**src/rtl/dds_pkg.sv**
```systemverilog
package dds_pkg;
    localparam int FTW_W    = 32;
    localparam int POW_W    = 14;
    localparam int NUM_PROF = 8;
    localparam int PROF_AW  = $clog2(NUM_PROF);

    typedef struct packed {
        logic [FTW_W-1:0] ftw;
        logic [POW_W-1:0] pow;
    } prof_t;

    typedef enum logic [1:0] {
        RAMP_IDLE = 2'd0,
        RAMP_UP   = 2'd1,
        RAMP_DOWN = 2'd2
    } ramp_e;

    // Move cur toward tgt by at most d, landing exactly on tgt when closer.
    function automatic logic [FTW_W-1:0] step_toward(
        input logic [FTW_W-1:0] cur,
        input logic [FTW_W-1:0] tgt,
        input logic [FTW_W-1:0] d
    );
        logic [FTW_W-1:0] gap;
        if (cur < tgt) begin
            gap = tgt - cur;
            return (gap <= d) ? tgt : cur + d;
        end else if (cur > tgt) begin
            gap = cur - tgt;
            return (gap <= d) ? tgt : cur - d;
        end
        return tgt;
    endfunction
endpackage

```
**src/rtl/dds_profile_bank.sv**
```systemverilog
module dds_profile_bank
    import dds_pkg::*;
#(
    parameter int N_PROF = NUM_PROF,
    localparam int AW    = $clog2(N_PROF)
) (
    input  logic             clk,
    input  logic             rst,
    input  logic             wr_en,
    input  logic [AW-1:0]    wr_addr,
    input  prof_t            wr_data,
    input  logic [AW-1:0]    sel,
    output prof_t            act,
    output logic [FTW_W-1:0] lo_ftw,
    output logic [FTW_W-1:0] hi_ftw
);
    prof_t bank [N_PROF];

    for (genvar g = 0; g < N_PROF; g++) begin : g_prof
        always_ff @(posedge clk) begin
            if (rst) begin
                bank[g] <= '0;
            end else if (wr_en && (wr_addr == AW'(g))) begin
                bank[g] <= wr_data;
            end
        end
    end

    assign act    = bank[sel];
    assign lo_ftw = bank[0].ftw;
    assign hi_ftw = bank[1].ftw;
endmodule

```
**src/rtl/dds_freq_ramp.sv**
```systemverilog
module dds_freq_ramp
    import dds_pkg::*;
#(
    parameter int RATE_W = 16
) (
    input  logic              clk,
    input  logic              rst,
    input  logic              clr_freq,
    input  logic              sweep_en,
    input  logic              ramp_up,
    input  logic              ramp_down,
    input  logic [FTW_W-1:0]  act_ftw,
    input  logic [FTW_W-1:0]  lo_ftw,
    input  logic [FTW_W-1:0]  hi_ftw,
    input  logic [FTW_W-1:0]  delta,
    input  logic [RATE_W-1:0] rate,
    output logic [FTW_W-1:0]  freq_word,
    output ramp_e             ramp_state
);
    logic [RATE_W-1:0] tick_cnt;
    logic              tick;
    logic [FTW_W-1:0]  target;

    assign tick   = (tick_cnt == rate);
    assign target = (ramp_state == RAMP_UP) ? hi_ftw : lo_ftw;

    // Direction register: commands only act in sweep mode.
    always_ff @(posedge clk) begin
        if (rst || !sweep_en) begin
            ramp_state <= RAMP_IDLE;
        end else if (ramp_up) begin
            ramp_state <= RAMP_UP;
        end else if (ramp_down) begin
            ramp_state <= RAMP_DOWN;
        end
    end

    // Pacing counter: one tick every rate+1 clocks while ramping.
    always_ff @(posedge clk) begin
        if (rst || clr_freq || !sweep_en || ramp_state == RAMP_IDLE) begin
            tick_cnt <= '0;
        end else if (tick) begin
            tick_cnt <= '0;
        end else begin
            tick_cnt <= tick_cnt + 1'b1;
        end
    end

    always_ff @(posedge clk) begin
        if (rst || clr_freq) begin
            freq_word <= '0;
        end else if (!sweep_en) begin
            freq_word <= act_ftw;
        end else if (ramp_state != RAMP_IDLE && tick) begin
            freq_word <= step_toward(freq_word, target, delta);
        end
    end
endmodule

```
**src/rtl/dds_phase_gen.sv**
```systemverilog
module dds_phase_gen
    import dds_pkg::*;
(
    input  logic             clk,
    input  logic             rst,
    input  logic             clr_phase,
    input  logic [FTW_W-1:0] freq_word,
    input  logic [POW_W-1:0] act_pow,
    output logic [FTW_W-1:0] phase_acc,
    output logic [POW_W-1:0] phase_out
);
    always_ff @(posedge clk) begin
        if (rst || clr_phase) begin
            phase_acc <= '0;
        end else begin
            phase_acc <= phase_acc + freq_word;
        end
    end

    always_ff @(posedge clk) begin
        if (rst) begin
            phase_out <= '0;
        end else begin
            phase_out <= phase_acc[FTW_W-1 -: POW_W] + act_pow;
        end
    end
endmodule

```
**src/rtl/dds_profile_sweep.sv**
```systemverilog
module dds_profile_sweep
    import dds_pkg::*;
#(
    parameter int RATE_W = 16
) (
    input  logic                clk,
    input  logic                rst,
    input  logic                wr_en,
    input  logic [PROF_AW-1:0]  wr_addr,
    input  logic [FTW_W-1:0]    wr_ftw,
    input  logic [POW_W-1:0]    wr_pow,
    input  logic [PROF_AW-1:0]  prof_sel,
    input  logic                clr_freq,
    input  logic                clr_phase,
    input  logic                sweep_en,
    input  logic                ramp_up,
    input  logic                ramp_down,
    input  logic [FTW_W-1:0]    sweep_delta,
    input  logic [RATE_W-1:0]   sweep_rate,
    output logic [POW_W-1:0]    phase_out
);
    prof_t            wr_data;
    prof_t            act;
    logic [FTW_W-1:0] act_ftw;
    logic [POW_W-1:0] act_pow;
    logic [FTW_W-1:0] lo_ftw;
    logic [FTW_W-1:0] hi_ftw;
    logic [FTW_W-1:0] freq_word;
    logic [FTW_W-1:0] phase_acc;
    ramp_e            ramp_state;

    assign wr_data.ftw = wr_ftw;
    assign wr_data.pow = wr_pow;
    assign act_ftw     = act.ftw;
    assign act_pow     = act.pow;

    dds_profile_bank #(.N_PROF(NUM_PROF)) u_bank (
        .clk     (clk),
        .rst     (rst),
        .wr_en   (wr_en),
        .wr_addr (wr_addr),
        .wr_data (wr_data),
        .sel     (prof_sel),
        .act     (act),
        .lo_ftw  (lo_ftw),
        .hi_ftw  (hi_ftw)
    );

    dds_freq_ramp #(.RATE_W(RATE_W)) u_ramp (
        .clk        (clk),
        .rst        (rst),
        .clr_freq   (clr_freq),
        .sweep_en   (sweep_en),
        .ramp_up    (ramp_up),
        .ramp_down  (ramp_down),
        .act_ftw    (act_ftw),
        .lo_ftw     (lo_ftw),
        .hi_ftw     (hi_ftw),
        .delta      (sweep_delta),
        .rate       (sweep_rate),
        .freq_word  (freq_word),
        .ramp_state (ramp_state)
    );

    dds_phase_gen u_phase (
        .clk       (clk),
        .rst       (rst),
        .clr_phase (clr_phase),
        .freq_word (freq_word),
        .act_pow   (act_pow),
        .phase_acc (phase_acc),
        .phase_out (phase_out)
    );
endmodule

```
**config.mk**
```make
export PLATFORM = sky130hd
export DESIGN_NAME = dds_profile_sweep
export DESIGN_NICKNAME = d
export VERILOG_FILES = /design/src/rtl/dds_pkg.sv /design/src/rtl/dds_profile_bank.sv /design/src/rtl/dds_freq_ramp.sv /design/src/rtl/dds_phase_gen.sv /design/src/rtl/dds_profile_sweep.sv
export SDC_FILE = /design/constraint.sdc
export NUM_CORES = 1
export LEC_CHECK = 0
export BUFFER_PORTS_ARGS = -buffer_cell sky130_fd_sc_hd__buf_2
export CAP_MARGIN = 5
export CORE_UTILIZATION = 56
export CTS_BUF_LIST = sky130_fd_sc_hd__clkbuf_4
export CTS_CLUSTER_SIZE = 25
export DETAILED_ROUTE_END_ITERATION = 12
export PLACE_DENSITY = 0.69
export SLEW_MARGIN = 10
export SYNTH_ARGS = -nofsm -noshare
export SYNTH_HDL_FRONTEND = slang
export SYNTH_SLANG_ARGS = --single-unit
```
**constraint.sdc**
```tcl
create_clock -name clk -period 16.57 [get_ports clk]
set_clock_uncertainty 0.15 [all_clocks]
set_input_delay 3.314 -clock clk [delete_from_list [all_inputs] [get_ports clk]]
set_output_delay 3.314 -clock clk [all_outputs]
set_load 0.01 [all_outputs]
```
==> flow_metrics.env, run 1 <==
export IMPL_dieHeight_um=236
export IMPL_status="finished clean"
export IMPL_dieArea_um2=55800
export IMPL_syn_num_nets=3266
export IMPL_yosysSeqAreaShare=0.422
export IMPL_ir_worst_vdd_mv=0.0710
export IMPL_fin_area_um2=33500
export IMPL_die_w_um=236
export IMPL_setup_viol=0
export IMPL_yosysTopAreaCellShare=0.360
export IMPL_maxCapViolCount=0
export IMPL_drt_first_pass_iters=6
export IMPL_crit_type="reg2reg"
export IMPL_synth_top_cells_by_count="and2_1 (383), edfxtp_1 (368), ha_1 (226), a21oi_1 (198), nor2_1 (172)"
export IMPL_cp_end_kind="register"
export IMPL_grt_first_pass_wirelength_um=144000
export IMPL_dp_cells=3635
export IMPL_p_per_area_nw_per_um2=90.6
export IMPL_worstPathCellList="nor2b_2, buf_4, mux2_4, ha_1, nand3_1, a31o_2, a41oi_1, o21ai_0, nand2_1, a21oi_1, o21ai_0, xor2_1, ha_1, a21o_1, a21o_1, a221o_1, a2111oi_0, o22ai_1, o21a_1, buf_4, a21oi_2, nand2_1, o221ai_1, a21oi_1"
export IMPL_synth_largest_area_cell="edfxtp_1"
export IMPL_cts_tree="built"
export IMPL_hold_viol=0
export IMPL_wl_per_cell_um=25.1
export IMPL_overflow=0
export IMPL_critical_path_arrival_ns=8.75
export IMPL_grt_pass1_vias=23600
export IMPL_htree_levels=3
export IMPL_floorplan_initialDensity=0.569
export IMPL_slew_viol_final=0
export IMPL_io_pin_count=122
export IMPL_syn2layout_area_growth_pct=9.17
export IMPL_cts_root_buffer="clkbuf_4"
export IMPL_antenna_found_initial=4
export IMPL_syn_area_um2=30700
export IMPL_hp_class="reg2reg"
export IMPL_r2r_setup_slack_ns=8.37
export IMPL_cp_max_fo=28
export IMPL_synthArstFlopShare=0
export IMPL_fin_crit_ns=8.20
export IMPL_ys_top_cells_by_area="edfxtp_1 (36%), ha_1 (9.2%), and2_1 (7.8%), mux4_2 (6.7%), dfxtp_1 (6.3%)"
export IMPL_cts_resized=0
export IMPL_drive_gt1_frac=0.158
export IMPL_portBuffers=121
export IMPL_slowest_stage="o21ai_0"
export IMPL_relSlewSlack=0.326
export IMPL_place_gp_congestion=1.02
export IMPL_vias=24300
export IMPL_grt_usage=0.343
export IMPL_nNetsFinal=3399
export IMPL_numCtsBuffers=119
export IMPL_synth_flop_cell="edfxtp_1"
export IMPL_ys_ff_latch=464
export IMPL_vias_per_cell=6.31
export IMPL_critPathRequiredTime_ns=17.12
export IMPL_ys_warn_count=0
export IMPL_wl_um=96400
export IMPL_finalPower_uw=3040
export IMPL_path_clk_slew_ns=0.07
export IMPL_rsz0062_at_grt="false"
export IMPL_worst_pin_slew_ns=1.01
export IMPL_p_leak_uw=0.0137
export IMPL_synth_cell_types=89
export IMPL_worstSetupStartpointType="register"
export IMPL_fin_util=0.621
export IMPL_drt_initial_drc_count=2480
export IMPL_fin_cells=3847
export IMPL_synth_edf_count=368
export IMPL_core_area_um2=54000
export IMPL_synth_most_common_cell="and2_1"
export IMPL_cpPeakStageDelay_ns=0.78
export IMPL_postSynthCellCount=2927
export IMPL_cts_setup_buffers=0
export IMPL_postPlaceCellArea_um2=32100
export IMPL_clk_path_buf_depth=3
export IMPL_worstSkewPairLatency_ns=0.91
export IMPL_finalSetupTns_ns=0
export IMPL_grt_max_degree=71
export IMPL_drc=0
export IMPL_clkSinkCount=464
export IMPL_row_count=85
export IMPL_ant_nets=0
export IMPL_dp_hpwl_um=70500
export IMPL_syn_avg_cell_area_um2=10.5
export IMPL_fmax_ghz=0.122
export IMPL_fin_crit_sh=0.495
export IMPL_cts_hold_buf=0
[path summary, 6_finish.rpt]
| check | startpoint | to | cells past startpoint |
|---|---|---|---|
| worst max-delay path | u_ramp.ramp_state[0]$_SDFFE_PP0P_ | u_ramp.freq_word[26]$_SDFFE_PP0P_ | 24 |
| worst min-delay path | u_ramp.tick_cnt[0]$_SDFF_PP0_ | u_ramp.tick_cnt[0]$_SDFF_PP0_ | 1 |
| worst max register to register | u_ramp.ramp_state[0]$_SDFFE_PP0P_ | u_ramp.freq_word[26]$_SDFFE_PP0P_ | 24 |
| worst min register to register | u_ramp.tick_cnt[0]$_SDFF_PP0_ | u_ramp.tick_cnt[0]$_SDFF_PP0_ | 1 |
[cells by family (layout without fill, tap and decap cells)]
group	count (synthesis)	in the layout	share of synthesized area
and+or+nand+nor	960	960	0.168
adders and majority gates	231	231	0.0953
DFF	464	464	0.422
AOI/OAI and AO/OA	674	674	0.148
xor gates and xnor gates	131	131	0.0373
buffers and inverters	309	524	0.0386
other	0	9	0
muxes	158	158	0.0900
[report_power, final]
part / leakage [µW] / switching [µW] / internal [µW]
combinational: 0.00846 / 449 / 270
sequential: 0.00434 / 37.9 / 1330
clock: 0.000869 / 478 / 475
[metal layers]
layer / vias up / share of wire / global-route usage
met5: - / 0.00019 / 0
met4: 2 / 0.040 / 0.142
met3: 168 / 0.079 / 0.0626
li1: 11100 / - / -
met1: 11900 / 0.42 / 0.472
met2: 1095 / 0.46 / 0.537
[worst max-delay path: cells and delay by family, from the launching register on]
family / cells / cell delay (ns)
AO/OA/AOI/OAI: 14 / 4.36
AND/OR/NAND/NOR: 4 / 0.98
buffers and inverters: 2 / 0.71
adder cells (fa/ha/maj): 2 / 0.70
flip-flops: 1 / 0.50
multiplexers: 1 / 0.40
XOR/XNOR: 1 / 0.23
[metrics by stage]
| stage | hold WS, ns | setup WS, ns |
|---|---|---|
| floorplan | 0.298 | 8.90 |
| global placement | 0.324 | 8.37 |
| detailed placement | 0.330 | 8.38 |
| CTS | 0.346 | 8.62 |
| global route | 0.404 | 8.13 |
| finish | 0.348 | 8.37 |
[cell usage in the layout (no fill, tap or decap), types with 92 or more instances in the layout]
cell type,instances
and2_1,383
ha_1,226
o21ai_0,100
xnor2_1,92
edfxtp_1,368
inv_1,163
a21oi_1,198
nand2_1,132
dfxtp_1,96
nor2_1,166
mux4_2,92
clkbuf_4,171
buf_2,119
[sequential cells by signal (all words and copies together), names as in the netlist]
name and count:
u_bank.bank 368, u_ramp.tick_cnt 16, u_phase.phase_out 14, u_ramp.ramp_state 2, u_ramp.freq_word 32, u_phase.phase_acc 32
[area by class of cell]
class                   count  area [µm²]
clock inverters            32         183
well taps                 696         871
flip-flops and latches    464       13000
clock buffers             171        1280
diodes                      9        22.5
multi-input cells        2154       16700
repair buffers            158         905
inverters                 163         612
fillers                  4504       20500
No activity file was read; power rests on OpenSTA's default activity.
==> run 2: changes to the inputs <==
--- a/config.mk
+++ b/config.mk
@@ -5,13 +5,14 @@
 export SDC_FILE = /design/constraint.sdc
 export NUM_CORES = 1
 export LEC_CHECK = 0
+export ABC_AREA = 1
 export BUFFER_PORTS_ARGS = -buffer_cell sky130_fd_sc_hd__buf_2
 export CAP_MARGIN = 5
 export CORE_UTILIZATION = 56
 export CTS_BUF_LIST = sky130_fd_sc_hd__clkbuf_4
 export CTS_CLUSTER_SIZE = 25
 export DETAILED_ROUTE_END_ITERATION = 12
-export PLACE_DENSITY = 0.69
+export PLACE_DENSITY = 0.72
 export SLEW_MARGIN = 10
 export SYNTH_ARGS = -nofsm -noshare
 export SYNTH_HDL_FRONTEND = slang
==> constraint.sdc (replaced) <==
create_clock -name clk -period 6.8 [get_ports clk]
set_clock_uncertainty 0.15 [all_clocks]
set_input_delay 1.36 -clock clk [delete_from_list [all_inputs] [get_ports clk]]
set_output_delay 1.36 -clock clk [all_outputs]
set_load 0.01 [all_outputs]
==> run 2 against run 1 <==
Compared with the run above:
- cell count is 35% higher
- final area grew 4.1%
- first-iteration DRC count is 29% higher
- fmax rose by 30%
- setup slack lost 7.9 ns
- sequential power is 140% higher
- synthesized area is 4.4% higher
- sequential share of layout area decreased by 1.5 points
- highest routed layer unchanged
==> flow_metrics.env, run 2 <==
export IMPL_fin_crit_sh=0.931
export IMPL_yosysSeqAreaShare=0.404
export IMPL_overflow=0
export IMPL_setup_viol=0
export IMPL_fmax_ghz=0.158
export IMPL_postPlaceCellArea_um2=33400
export IMPL_cts_setup_buffers=0
export IMPL_ff_latch_area_um2=13000
export IMPL_ys_warn_count=0
export IMPL_syn_num_nets=4547
export IMPL_clkSinkCount=464
export IMPL_syn2layout_area_growth_pct=8.82
export IMPL_worstSkewPairLatency_ns=0.94
export IMPL_floorplan_initialDensity=0.568
export IMPL_maxCapViolCount=0
export IMPL_dieArea_um2=58200
export IMPL_relSlewSlack=0.208
export IMPL_r2r_setup_slack_ns=0.47
export IMPL_most_common_layout_cells="nor2_1 (799), nand2_1 (637), inv_1 (491), o21ai_0 (409), edfxtp_1 (368)"
export IMPL_synth_flop_cell="edfxtp_1"
export IMPL_hold_depth=1
export IMPL_largest_register="u_bank.bank"
export IMPL_vias=30200
export IMPL_grt_max_degree=94
export IMPL_synth_top_cells_by_count="nor2_1 (799), nand2_1 (644), inv_1 (492), o21ai_0 (410), edfxtp_1 (368)"
export IMPL_syn_avg_cell_area_um2=7.62
export IMPL_slowest_stage="nand2_2"
export IMPL_reg2reg_to="u_ramp.freq_word[22]$_SDFFE_PP0P_"
export IMPL_worst_pin_slew_ns=1.18
export IMPL_syn_area_um2=32100
export IMPL_nNetsFinal=4662
export IMPL_cts_tree="built"
export IMPL_critical_path_arrival_ns=6.95
export IMPL_postSynthCellCount=4208
export IMPL_multi_input_area_um2=16500
export IMPL_ys_top_cells_by_area="edfxtp_1 (34%), nor2_1 (9.3%), ha_1 (8.8%), nand2_1 (7.5%), o21ai_0 (6.4%)"
export IMPL_synth_cell_types=59
export IMPL_finalSetupTns_ns=0
export IMPL_htree_levels=3
export IMPL_place_gp_congestion=1.11
export IMPL_cts_root_buffer="clkbuf_4"
export IMPL_cp_top_family="simple AND/OR/NAND/NOR gates"
export IMPL_synthArstFlopShare=0
export IMPL_row_count=87
export IMPL_critPathRequiredTime_ns=7.42
export IMPL_wl_um=107000
export IMPL_antenna_found_initial=3
export IMPL_fin_area_um2=34900
export IMPL_portBuffers=121
export IMPL_worstHoldEndpoint="u_ramp.tick_cnt[0]$_SDFF_PP0_"
export IMPL_grt_first_pass_wirelength_um=160000
export IMPL_rsz0062_at_grt="false"
export IMPL_vias_per_cell=5.83
export IMPL_slew_viol_final=0
export IMPL_worstSetupStartpointType="register"
export IMPL_largest_reg_flops=368
export IMPL_ir_worst_vdd_mv=0.184
export IMPL_grt_usage=0.368
export IMPL_hp_class="reg2reg"
export IMPL_cp_num_buf_inv=7
export IMPL_p_leak_uw=0.0159
export IMPL_die_w_um=241
export IMPL_path_clk_slew_ns=0.07
export IMPL_synth_largest_area_cell="edfxtp_1"
export IMPL_drive_gt1_frac=0.0980
export IMPL_status="finished clean"
export IMPL_cp_end_kind="register"
export IMPL_crit_type="reg2reg"
export IMPL_synth_edf_count=368
export IMPL_wl_per_cell_um=20.7
export IMPL_dieHeight_um=241
export IMPL_io_pin_count=122
export IMPL_cpPeakStageDelay_ns=0.50
export IMPL_cp_max_fo=37
export IMPL_clk_path_buf_depth=3
export IMPL_ant_nets=0
export IMPL_worstHoldStart="u_ramp.tick_cnt[0]$_SDFF_PP0_"
export IMPL_hold_viol=0
export IMPL_finalPower_uw=7800
export IMPL_fin_crit_ns=6.33
export IMPL_ff2ff_path_depth=34
export IMPL_synth_most_common_cell="nor2_1"
export IMPL_numCtsBuffers=120
export IMPL_core_area_um2=56500
export IMPL_ys_ff_latch=464
export IMPL_drc=0
export IMPL_p_per_area_nw_per_um2=224
export IMPL_top_regs="u_bank.bank (368), u_phase.phase_acc (32), u_ramp.freq_word (32)"
export IMPL_mostFrequentLayoutCell="nor2_1"
export IMPL_crit_reg2reg_launch="u_ramp.ramp_state[1]$_SDFFE_PP0P_"
export IMPL_drt_initial_drc_count=3209
export IMPL_grt_pass1_vias=28000
export IMPL_nFillCells=5213
export IMPL_crit_top_cell="nand2_1"
export IMPL_yosysTopAreaCellShare=0.344
export IMPL_dp_hpwl_um=77600
export IMPL_drt_first_pass_iters=6
[run 2: cell count changes in the layout (fill, tap and decap cells not counted), moves of 26 or more]
| cell | before | now |
|---|---|---|
| xnor2_1 | 92 | 18 |
| and2_1 | 383 | 3 |
| nor2_1 | 166 | 799 |
| xor2_1 | 39 | 98 |
| a21oi_1 | 198 | 333 |
| o21ai_0 | 100 | 409 |
| mux2i_1 | 43 | 0 |
| nor2b_1 | 26 | 0 |
| nand2_1 | 132 | 637 |
| inv_1 | 163 | 491 |
| nand2b_1 | 27 | 0 |
| nand3_1 | 57 | 163 |
| a21o_1 | 87 | 15 |
| mux4_2 | 92 | 0 |
[run 2: repair_timing]
action,in CTS,in global routing
endpoints found under the setup margin,0,3
hold buffers,0,0
resized for setup,0,1
[run 2: worst max path at each step]
stage	from	end	slack, ns	cells after the start
finish	u_ramp.ramp_state[1]$_SDFFE_PP0P_	u_ramp.freq_word[22]$_SDFFE_PP0P_	0.47	34
global route	u_ramp.ramp_state[0]$_SDFFE_PP0P_	u_ramp.freq_word[13]$_SDFFE_PP0P_	0.04	29
CTS	u_ramp.ramp_state[1]$_SDFFE_PP0P_	u_ramp.freq_word[22]$_SDFFE_PP0P_	0.59	34
detailed placement	u_ramp.ramp_state[1]$_SDFFE_PP0P_	u_ramp.freq_word[22]$_SDFFE_PP0P_	0.65	34
global placement	u_ramp.ramp_state[1]$_SDFFE_PP0P_	u_ramp.freq_word[23]$_SDFFE_PP0P_	0.71	34
floorplan	wr_en	u_bank.bank[7][0]$_SDFFCE_PN0P_	1.45	2
[run 2: metrics by stage]
stage / hold slack, ns / cells / setup WS (ns) / util
finish: 0.323 / 5177 / 0.470 / 0.618
global placement: 0.307 / 4957 / 0.714 / 0.590
floorplan: 0.290 / 4208 / 1.45 / -
global route: 0.348 / 5177 / 0.0409 / 0.618
detailed placement: 0.313 / 4957 / 0.651 / 0.590
CTS: 0.330 / 5175 / 0.585 / 0.618
[run 2: kinds of logic (layout without fill, tap and decap cells)]
kind of cell | after synthesis | after routing | synth area share
xor+xnor | 116 | 116 | 0.0317
buf+inv | 689 | 900 | 0.0834
other cells | 0 | 2 | 0
flops | 464 | 464 | 0.404
fa+ha+maj | 231 | 231 | 0.0913
compound gates | 968 | 968 | 0.167
simple gates | 1740 | 1740 | 0.223
[run 2: area by class of cell]
class                           count  share of cell area
Timing Repair Buffer              175              0.0295
Sequential cell                   464               0.372
Clock buffer                      177              0.0381
Clock inverter                     41             0.00616
Tap cell                          756              0.0271
Antenna cell                        2            0.000143
Inverter                          507              0.0547
Multi-Input combinational cell   3055               0.473
[run 2: worst reg2reg max path, delay by kind of cell (launching register included)]
| family | cells | cell delay, ns |
|---|---|---|
| AOI/OAI and AO/OA | 3 | 0.57 |
| buffers and inverters | 7 | 1.34 |
| DFF | 1 | 0.37 |
| xor gates and xnor gates | 1 | 0.15 |
| adders and majority gates | 2 | 0.75 |
| and+or+nand+nor | 21 | 2.86 |
[run 2: where the power goes]
group	leakage (µW)	switching (µW)	internal, µW
sequential	0.00434	86.3	3240
clock	0.000920	1200	1230
combinational	0.0107	1430	624
total	0.0159	2710	5090
[run 2: routing by layer]
metal	GRT usage	up-vias	share of wire
met5	0	-	0.00012
met3	0.0697	242	0.10
met4	0.180	2	0.044
met2	0.561	1509	0.44
li1	-	14400	-
met1	0.501	14000	0.42
